<file path="config.mk">
export PLATFORM = sky130hd
export DESIGN_NAME = proc_status_reg
export DESIGN_NICKNAME = d
export VERILOG_FILES = /design/src/rtl/proc_status_reg.sv
export SDC_FILE = /design/constraint.sdc
export NUM_CORES = 1
export LEC_CHECK = 0
export BUFFER_PORTS_ARGS = -buffer_cell sky130_fd_sc_hd__buf_2
export CORE_MARGIN = 5
export CORE_UTILIZATION = 36
export DETAILED_ROUTE_END_ITERATION = 6
export GPL_ROUTABILITY_DRIVEN = 0
export PLACE_DENSITY = 0.84
export SETUP_SLACK_MARGIN = 0.2
export SYNTH_ARGS = -nofsm -noshare
export SYNTH_HDL_FRONTEND = slang
export SYNTH_SLANG_ARGS = --single-unit
</file>
<file path="constraint.sdc">
create_clock -name clk -period 2.5 [get_ports clk]
set_clock_uncertainty 0.05 [all_clocks]
set_input_delay 0.625 -clock clk [delete_from_list [all_inputs] [get_ports clk]]
set_output_delay 0.625 -clock clk [all_outputs]
set_load 0.01 [all_outputs]
</file>
<file path="src/rtl/proc_status_reg.sv">
module proc_status_reg #(
  parameter int NUM_IRQ = 8,
  parameter int AW = 6,
  parameter logic [AW-1:0] IO_ADDR = 6'h3F
) (
  input  logic               clk,
  input  logic               rst_n,
  input  logic [AW-1:0]      io_addr,
  input  logic               io_we,
  input  logic [7:0]         io_wdata,
  output logic [7:0]         io_rdata,
  input  logic               alu_we,
  input  logic [7:0]         alu_mask,
  input  logic [7:0]         alu_flags,
  input  logic               irq_accept,
  input  logic               irq_return,
  input  logic               gie_set,
  input  logic               gie_clr,
  input  logic               bit_store,
  input  logic [2:0]         bit_idx,
  input  logic [7:0]         reg_byte,
  output logic [7:0]         bld_byte,
  input  logic [NUM_IRQ-1:0] irq_pending,
  input  logic [NUM_IRQ-1:0] irq_enable,
  output logic               irq_req,
  output logic [7:0]         status_q
);
  localparam int B_I = 7, B_T = 6, B_S = 4, B_V = 3, B_N = 2;
  localparam logic [7:0] ALU_BITS = 8'b0010_1111;

  logic [7:0] sr, nxt, amask;
  logic       io_sel, io_wr;

  assign io_sel   = (io_addr == IO_ADDR);
  assign io_wr    = io_we && io_sel;
  assign io_rdata = io_sel ? sr : 8'h00;
  assign status_q = sr;
  assign amask    = alu_mask & ALU_BITS;
  assign irq_req  = sr[B_I] && |(irq_pending & irq_enable);

  always_comb begin
    bld_byte          = reg_byte;
    bld_byte[bit_idx] = sr[B_T];
  end

  always_comb begin
    nxt = sr;
    if (bit_store) nxt[B_T] = reg_byte[bit_idx];
    if (alu_we) begin
      nxt = (nxt & ~amask) | (alu_flags & amask);
      if (amask[B_N] || amask[B_V]) nxt[B_S] = nxt[B_N] ^ nxt[B_V];
    end
    if (io_wr)      nxt = io_wdata;
    if (gie_set)    nxt[B_I] = 1'b1;
    if (gie_clr)    nxt[B_I] = 1'b0;
    if (irq_return) nxt[B_I] = 1'b1;
    if (irq_accept) nxt[B_I] = 1'b0;
  end

  always_ff @(posedge clk) begin
    if (!rst_n) sr <= 8'h00;
    else        sr <= nxt;
  end

  assert_accept_clears_R4: assert property (@(posedge clk) disable iff (!rst_n)
    irq_accept |=> !status_q[B_I]);
  assert_req_masked_R4: assert property (@(posedge clk) disable iff (!rst_n)
    irq_accept |=> !irq_req);
  assert_return_sets_R5: assert property (@(posedge clk) disable iff (!rst_n)
    (irq_return && !irq_accept) |=> status_q[B_I]);
  assert_clr_wins_R6: assert property (@(posedge clk) disable iff (!rst_n)
    (gie_clr && !irq_return) |=> !status_q[B_I]);
  assert_sign_derived_R9: assert property (@(posedge clk) disable iff (!rst_n)
    (alu_we && !io_wr && (alu_mask[B_N] || alu_mask[B_V]))
      |=> (status_q[B_S] == (status_q[B_N] ^ status_q[B_V])));
  assert_unmasked_hold_R8: assert property (@(posedge clk) disable iff (!rst_n)
    (!io_wr && !(alu_we && alu_mask[0])) |=> $stable(status_q[0]));
  assert_bit_store_R10: assert property (@(posedge clk) disable iff (!rst_n)
    (bit_store && !io_wr) |=> (status_q[B_T] == $past(reg_byte[bit_idx])));
endmodule

</file>
Word level (Yosys, flattened, before mapping)
Index checks and enable logic that the tools add are counted.
{"block": "totals", "romBits": 0, "regBits": 8, "wordCells": 34, "n_memories": 0, "output_inout_bits": 25, "latch_bits": 0, "mem_bits_rw": 0}
{"block": "op_classes", "shifts": 0, "eq_ne": 1, "n_mul": 0, "muxes": 13, "n_reduce_logical": 8, "n_div": 0, "bitwise_logic": 7, "add_sub_neg": 0, "n_lt_le_gt_ge": 2}
{"cell": "2-to-1 mux 8 bit", "n": 3}
{"cell": "bitwise AND 8 bit", "n": 2}
{"cell": "bitwise AND 8 x 6 -> 8 bit", "n": 1}
{"cell": "bitwise mux 8 bit", "n": 1}
{"cell": "NOT 6 -> 8 bit", "n": 1}
{"cell": "bitwise OR 8 bit", "n": 1}
{"cell": "OR reduction 8 bit", "n": 1}
{"cell": "2-to-1 mux 1 bit", "n": 7}
{"cell": "== test 6 bit (second input constant)", "n": 1}
{"cell": "nonzero test 5 bit", "n": 1}
{"cell": "less-than comparator 3 x 4 -> 1 bit (second input constant)", "n": 1}
{"cell": "binary-select mux 1 bit (select 3 bit)", "n": 1}
{"cell": "demux 1 bit (select 3 bit)", "n": 1}
{"cell": "greater-or-equal comparator 3 x 1 -> 1 bit (second input constant)", "n": 1}
{"cell": "logical AND 1 bit", "n": 3}
{"cell": "nonzero test 2 bit", "n": 1}
{"cell": "OR reduction 2 bit", "n": 1}
{"cell": "logical OR 1 bit", "n": 1}
{"cell": "NOT 1 bit", "n": 1}
{"cell": "bitwise XOR 1 bit", "n": 1}

Depth between registers and ports, before layout
Gate-level depths: netlist of run 1.
{"block": "depth", "ltp_word": 12, "ltp_mapped": 5}

Worst setup path after synthesis of run 1
Ideal clock, no wire load.
{"block": "synth_timing", "path_type": "input-to-output", "start": "input bit_idx[1]", "end": "output bld_byte[1]", "n_path_buf": 1, "t_arrival_ps": 1365, "t_required_ps": 1825, "path_slack_ps": 460, "cell_stages": 4, "cell_sequence": "buf_4 > nand2b_1 > nor2_1 > mux2_2"}
{"block": "synth_via", "elab_chain_cells": 5}
{"item": "from (decl)", "line": "20", "source": "input logic [2:0] bit_idx,"}
{"item": "less-than comparator 3 x 4 -> 1 bit (not written as such) / greater-or-equal comparator 3 x 1 -> 1 bit (equally long branches)", "line": "43", "source": "bld_byte[bit_idx] = sr[B_T];"}
{"item": "logical AND 1 bit (not written as such)", "line": "43"}
{"item": "2-to-1 mux 1 bit (not written as such)", "line": "43"}
{"item": "demux 1 bit (select 3 bit) (*)", "line": "43"}
{"item": "bitwise mux 8 bit (*)", "line": "43"}
{"item": "to (decl)", "line": "22", "source": "output logic [7:0] bld_byte,"}
Every way passes the cells marked *; elsewhere a longest branch is shown, timed or not.

Worst setup path after layout of run 1
Same ends and word-level chain as after synthesis.

==> flow_summary.yaml, run 1 <==
clock_tree:
  cts.sinks: 8
  cts.path.max_buffers: 2
  cts_root_buffer: "clkbuf_4"
  cts_tree: "yes"
  htreeDepth: 1
  post-cts-setup-buffers: 0
  cts_buffers: 3
  insertion_delay_ps: 250
  clk_pin_slew_ps: 50
timing:
  drv_slew: 0
  setup_viol: 0
  holdWs_ps: 546
  setup_ws_ps: 290
  post-route-period-util_pct: 88.4
  fin_crit_ps: 2210
  max_freq_ghz: 0.452
  setup_tns_ps: 0
  finalHoldViolCount: 0
  worstMarginPinSlew_ps: 368
  rsz0062_at_grt: "no"
  maxSlewHeadroom_pct: 75.3
routing:
  wl_met1_um: 877
  wl_per_cell_um: 12.2
  wl_um: 2580
  num_vias: 1036
  routed.top_layer: "met4"
  wl_met3_um: 375
  met2_wirelength_um: 1300
  drt-pass1-iter-count: 4
  initialDrtViolationCount: 21
  drc_errors: 0
  via_per_inst: 4.89
  ant_nets: 0
synth:
  ys.flop_type: "dfxtp_1"
  yosysWarnings: 0
  seq_area_frac_synth_pct: 19.5
  yosys.cell_types.count: 31
  syn-num-nets: 170
  synth_edf_count: 0
  yosys-top-cells-area: "dfxtp_1 (19%), mux2_2 (11%), mux2i_1 (9.7%)"
  synthTopCellsByCount: "nand2_1 (15), and2_1 (8), dfxtp_1 (8), mux2_2 (8), mux2i_1 (8)"
  synth_most_common_cell: "nand2_1"
  ys_async_sr_fraction_pct: 0
  yosys.area.top_type: "dfxtp_1"
  syn-cell-area_um2: 822
  synth.avg_cell_area_um2: 7.90
  synth_seq_cells: 8
  yosysTopAreaCellShare_pct: 19.5
  syn_inst: 104
global_route:
  grt_max_degree: 14
  grt_pass1_vias: 988
  grt_pass1_wl_um: 4050
  antenna_found_initial: 0
  grt_overflow: 0
  grtUsageTotal_pct: 15.2
cells_and_area:
  n_antenna_cell: 0
  regArea_um2: 160
  multi_input_area_um2: 608
  nets: 252
  area_growth_pct: 52.8
  fill_cells: 215
  drive_above_1_share_pct: 53.8
power:
  vdd_drop_max_v: 0.000161
  leakage_nw: 0.753
  power_density_mw_per_mm2: 308
min_path:
  hold_path_depth: 3
  hp-class: "register to register"
critical_path:
  cp_max_fo: 9
  endpoint_kind: "primary output"
  worstPathArrival_ps: 1540
  reg2reg_depth: 4
  required_ps: 1820
  startpoint_type: "primary input"
  path_class: "primary input to primary output"
die:
  die_x_um: 57.8
  rows: 17
  die_y_um: 57.8
  start_util_pct: 37.5
  coreArea_mm2: 0.00219
  pin_count: 91
  die_area_mm2: 0.00334
place:
  io_buffer_count: 84
  place_ws_ps: 273
  dp_hpwl_um: 2250
run_status:
  status: "completed"
run:
  maxCapViolCount: 0
-- power breakdown --
part	switching (W)	internal, W
registers	0.00000848	0.000136
clock network	0.0000399	0.0000547
logic	0.0000671	0.0000812
-- final timing paths --
kind	start	end	slack (ps)
worst min-delay path	register	register	550
worst max-delay path	bit_idx[1]	bld_byte[1]	290
worst max register to register	status_q[3]	status_q[4]	1410
worst min register to register	register	register	550
-- cell families (layout without fill, tap and decap cells) --
logic type | count (synthesis) | count (layout) | share of synthesized area, %
AOI/OAI and AO/OA | 19 | 19 | 17.5
xor gates and xnor gates | 1 | 1 | 1.07
and+or+nand+nor | 51 | 51 | 33.9
muxes | 16 | 16 | 20.7
buffers and inverters | 9 | 89 | 7.31
DFF | 8 | 8 | 19.5
-- per-stage QoR --
stage / cell area, um^2 / utilization (%) / instances / power, W
final: 1260 / 57.3 / 212 / 0.000387
after global routing: 1260 / 57.3 / 212 / 0.000421
after CTS: 1250 / 56.9 / 212 / 0.000392
after detailed placement: 1220 / 55.9 / 209 / 0.000295
after global placement: 1220 / 55.9 / 209 / 0.000292
after floorplan: 822 / - / 104 / 0.000225
-- cell type report --
type,count,area share (%)
Sequential cell,8,12.7
Tap cell,28,2.79
Multi-Input combinational cell,87,48.4
Clock buffer,3,1.79
Inverter,2,0.598
Timing Repair Buffer,84,33.7
-- layer usage --
layer,GRT usage [%],vias up
met5,0,-
met4,4.97,0
met3,5.12,2
met2,29.2,58
met1,15.1,432
li1,-,544
-- repair_timing --
action / in CTS / in global routing
endpoints found under the setup margin: 0 / 1
resized for setup: 0 / 2
hold buffers: 0 / 0
hold endpoints to repair: 0 / 0
-- worst max-delay path: stages --
cell and delay, ps:
buf_2 160, nand2b_1 170, nor2_1 100, mux2_2 330
buf_2 140
-- layout by cell type, fill, tap and decap left out, types with 2 or more instances in the layout --
cell,instances
buf_2,83
nand2_1,15
mux2_2,8
and2_1,8
mux2i_1,8
dfxtp_1,8
nand3_1,7
nor2_1,6
o211a_1,5
a22oi_1,4
clkbuf_4,4
nand2b_1,3
nand3b_1,3
nand4_1,2
nor3_1,2
inv_1,2
a21oi_1,2
o21ai_1,2
o21ai_0,2
No activity file was read; power rests on OpenSTA's default activity.
==> inputs of run 2 (changes only) <==
Settings changed: CORE_MARGIN 5 to not set.
==> flow_summary.yaml, run 2 (synthesis results as in run 1) <==
routing:
  wl_per_cell_um: 11.6
  via_per_inst: 5.00
  drt-pass1-iter-count: 4
  num_vias: 1055
  drc_errors: 0
  ant_nets: 0
  initialDrtViolationCount: 9
  wl_um: 2440
cells_and_area:
  drive_above_1_share_pct: 54.3
  n_antenna_cell: 0
  final_util_pct: 60.6
  area_growth_pct: 51.9
  multi_input_area_um2: 604
  finalInstanceArea_mm2: 0.00125
  final_cell_mix: "buf_2 (84), nand2_1 (15)"
  fill_cells: 203
  final_cells: 211
  nets: 252
  layout_commonest_cell: "buf_2"
  regArea_um2: 160
power:
  vdd_drop_max_v: 0.000348
  switching_share_pct: 30.5
  p_comb_share_pct: 38.2
  power_density_mw_per_mm2: 312
  p_switching_w: 0.000119
  intPower_w: 0.000271
  p_seq_share_pct: 37.1
  clkPwrFrac_pct: 24.7
  leakage_nw: 0.749
place:
  dp_hpwl_um: 2070
  io_buffer_count: 84
  place_ws_ps: 262
  placedCellCount: 208
  post_dp_cell_area_mm2: 0.00122
timing:
  post-route-period-util_pct: 89.5
  maxSlewHeadroom_pct: 78.4
  drv_slew: 0
  rsz0062_at_grt: "no"
  worstMarginPinSlew_ps: 324
  setup_ws_ps: 262
  setup_tns_ps: 0
  setup_viol: 0
  max_freq_ghz: 0.447
  fin_crit_ps: 2240
  finalHoldViolCount: 0
min_path:
  hp-class: "register to register"
  hold_path_depth: 2
  worstHoldStart: "status_q[7]"
  min_to: "status_q[7]"
critical_path:
  crit_path_cell_trace: "buf_2 -> nor3b_2 -> mux2_2 -> buf_2"
  r2r-start: "status_q[6]"
  required_ps: 1820
  cp_max_fo: 11
  reg2reg_depth: 4
  endpoint_kind: "primary output"
  max_stage_delay_ps: 350
  startpoint_type: "primary input"
  worstPathArrival_ps: 1560
  r2r_setup_slack_ps: 1410
  crit_top_cell: "buf_2"
  path_class: "primary input to primary output"
  rr_endpoint: "status_q[6]"
  cpMaxStageDelayCell: "mux2_2"
global_route:
  grtUsageTotal_pct: 20.6
  grt_overflow: 0
  grt_pass1_wl_um: 3870
  grt_max_degree: 14
  grt_pass1_vias: 958
  antenna_found_initial: 0
die:
  die_area_mm2: 0.00248
  pin_count: 91
  die_x_um: 49.8
  start_util_pct: 39.9
  rows: 16
  die_y_um: 49.8
  coreArea_mm2: 0.00206
clock_tree:
  cts_root_buffer: "clkbuf_4"
  clk_pin_slew_ps: 50
  htreeDepth: 1
  cts.path.max_buffers: 2
  insertion_delay_ps: 250
  ctsResizeCount: 0
  cts.sinks: 8
  post-cts-setup-buffers: 0
  cts_buffers: 3
  cts_tree: "yes"
  cts_hold_repair.buffers: 0
run_status:
  status: "completed"
run:
  maxCapViolCount: 0
==> run 2: cell types whose count changed in the layout (fill, tap and decap cells not counted) <==
cell,change
nor3b_4,-1
buf_2,+1
nor3b_2,+1
nor2_1,-1
nor2_2,+1
clkbuf_4,-1
==> run 2: routing by layer <==
layer / GRT usage [%] / up-vias / wire length [um]
met1: 19.8 / 479 / 913
met2: 40.8 / 34 / 1400
met4: 6.67 / 0 / 20
met5: 0 / - / 0
met3: 5.86 / 2 / 108
li1: - / 540 / -
==> run 2: how the worst max path moves through the flow <==
stage               start          end  slack (ps)  cells past startpoint
6_report       bit_idx[2]  bld_byte[4]         260                      4
5_1_grt        bit_idx[2]  bld_byte[4]         210                      4
4_1_cts        bit_idx[2]  bld_byte[4]         260                      4
3_5_place_dp   bit_idx[2]  bld_byte[4]         260                      4
3_3_place_gp   bit_idx[2]  bld_byte[4]         310                      4
2_1_floorplan  bit_idx[1]  bld_byte[1]         460                      4
==> run 2: power by group through the flow <==
stage,Sequential (W),Combinational [W],Clock [W]
global route,0.000147,0.000164,0.000114
global placement,0.000147,0.000144,0
detailed placement,0.000147,0.000149,0
CTS,0.000144,0.000150,0.000104
finish,0.000145,0.000149,0.0000963
floorplan,0.000147,0.0000775,0
==> run 2: through the flow <==
stage	power [W]	hold WS [ps]
3_5_place_dp	0.000296	512
2_1_floorplan	0.000225	523
4_1_cts	0.000398	520
5_1_grt	0.000424	542
6_report	0.000390	514
3_3_place_gp	0.000291	492
==> run 2: layout make-up <==
| class | count | area share [%] |
|---|---|---|
| multi-input combinational | 87 | 48.4 |
| timing repair buffer | 84 | 33.7 |
| sequential | 8 | 12.8 |
| tap | 27 | 2.71 |
| clock buffer | 3 | 1.80 |
| inverter | 2 | 0.601 |
==> run 2: worst max-delay path: cells and delay by family <==
family                 cells  cell delay, ps
buffers and inverters      2             350
AND/OR/NAND/NOR            1             240
multiplexers               1             350
==> inputs of run 3 (changes only) <==
Settings changed: BUFFER_PORTS_ARGS -buffer_cell sky130_fd_sc_hd__buf_2 to -buffer_cell sky130_fd_sc_hd__clkbuf_2.
==> flow_summary.yaml, run 3 (synthesis results as in run 1) <==
power:
  power_density_mw_per_mm2: 316
  vdd_drop_max_v: 0.000294
  leakage_nw: 0.750
  p_comb_share_pct: 38.0
  switching_share_pct: 31.3
  p_seq_share_pct: 36.9
  intPower_w: 0.000271
  clkPwrFrac_pct: 25.1
  p_switching_w: 0.000124
clock_tree:
  htreeDepth: 1
  cts_buffers: 3
  ctsResizeCount: 0
  cts.path.max_buffers: 2
  insertion_delay_ps: 260
  clk_pin_slew_ps: 50
  cts_root_buffer: "clkbuf_4"
  cts_tree: "yes"
  cts.sinks: 8
  cts_hold_repair.buffers: 0
  post-cts-setup-buffers: 0
timing:
  setup_viol: 0
  drv_slew: 0
  fin_crit_ps: 2250
  post-route-period-util_pct: 90.2
  setup_tns_ps: 0
  finalHoldViolCount: 0
  max_freq_ghz: 0.444
  maxSlewHeadroom_pct: 75.9
  rsz0062_at_grt: "yes"
  worstMarginPinSlew_ps: 361
  setup_ws_ps: 246
global_route:
  antenna_found_initial: 0
  grtUsageTotal_pct: 20.3
  grt_overflow: 0
  grt_pass1_vias: 1010
  grt_pass1_wl_um: 3820
  grt_max_degree: 14
critical_path:
  required_ps: 1820
  endpoint_kind: "primary output"
  r2r_setup_slack_ps: 1390
  worstPathArrival_ps: 1580
  cp_max_fo: 9
  path_class: "primary input to primary output"
  startpoint_type: "primary input"
place:
  dp_hpwl_um: 2190
  io_buffer_count: 84
  place_ws_ps: 250
routing:
  via_per_inst: 5.21
  drc_errors: 0
  drt-pass1-iter-count: 4
  ant_nets: 0
  wl_per_cell_um: 12.0
  num_vias: 1099
  wl_um: 2530
  initialDrtViolationCount: 16
run_status:
  status: "completed"
cells_and_area:
  n_antenna_cell: 0
  nets: 252
  drive_above_1_share_pct: 54.3
  layout_commonest_cell: "clkbuf_2"
  final_cell_mix: "clkbuf_2 (84), nand2_1 (15)"
  area_growth_pct: 51.9
die:
  die_x_um: 49.8
  coreArea_mm2: 0.00206
  start_util_pct: 39.9
  pin_count: 91
  die_y_um: 49.8
  rows: 16
  die_area_mm2: 0.00248
min_path:
  hp-class: "register to register"
run:
  maxCapViolCount: 0
[run 3: area by class of cell]
class,instances,area [um^2]
multi-input cells,87,604
inverters,2,7.51
clock buffers,3,22.5
repair buffers,84,420
well taps,27,33.8
flip-flops and latches,8,160
fillers,186,813
[run 3: power groups by stage]
stage / combinational (W) / clock (W) / sequential, W
final: 0.000150 / 0.0000992 / 0.000146
after global routing: 0.000166 / 0.000111 / 0.000146
after CTS: 0.000150 / 0.000104 / 0.000145
after detailed placement: 0.000150 / 0 / 0.000148
after global placement: 0.000144 / 0 / 0.000147
after floorplan: 0.0000775 / 0 / 0.000147
[run 3: layer usage]
metal	routed length, um	GRT usage (%)	up-vias
met3	134	5.86	2
met5	0	0	-
met2	1480	40.8	45
li1	-	-	540
met4	9	9.05	0
met1	904	17.9	512
[run 3: final timing paths]
check	endpoint	from	cells past startpoint
setup / recovery	bld_byte[1]	bit_idx[1]	5
hold / removal	status_q[7]	status_q[7]	2
setup reg to reg	status_q[6]	status_q[6]	4
hold reg to reg	status_q[7]	status_q[7]	2
[run 3: per-stage QoR]
step | power, W | instance area [um^2] | utilization, % | hold slack (ps) | cells
5_1_grt | 0.000423 | 1250 | 60.6 | 546 | 211
3_5_place_dp | 0.000298 | 1220 | 59.3 | 513 | 208
2_1_floorplan | 0.000225 | 822 | - | 523 | 104
3_3_place_gp | 0.000291 | 1220 | 59.3 | 497 | 208
4_1_cts | 0.000399 | 1250 | 60.4 | 521 | 211
6_report | 0.000395 | 1250 | 60.6 | 511 | 211
[run 3: critical path, stage by stage]
cell,delay [ps]
clkbuf_2,160
nand2b_1,190
nor2_1,110
mux2_2,350
clkbuf_2,130
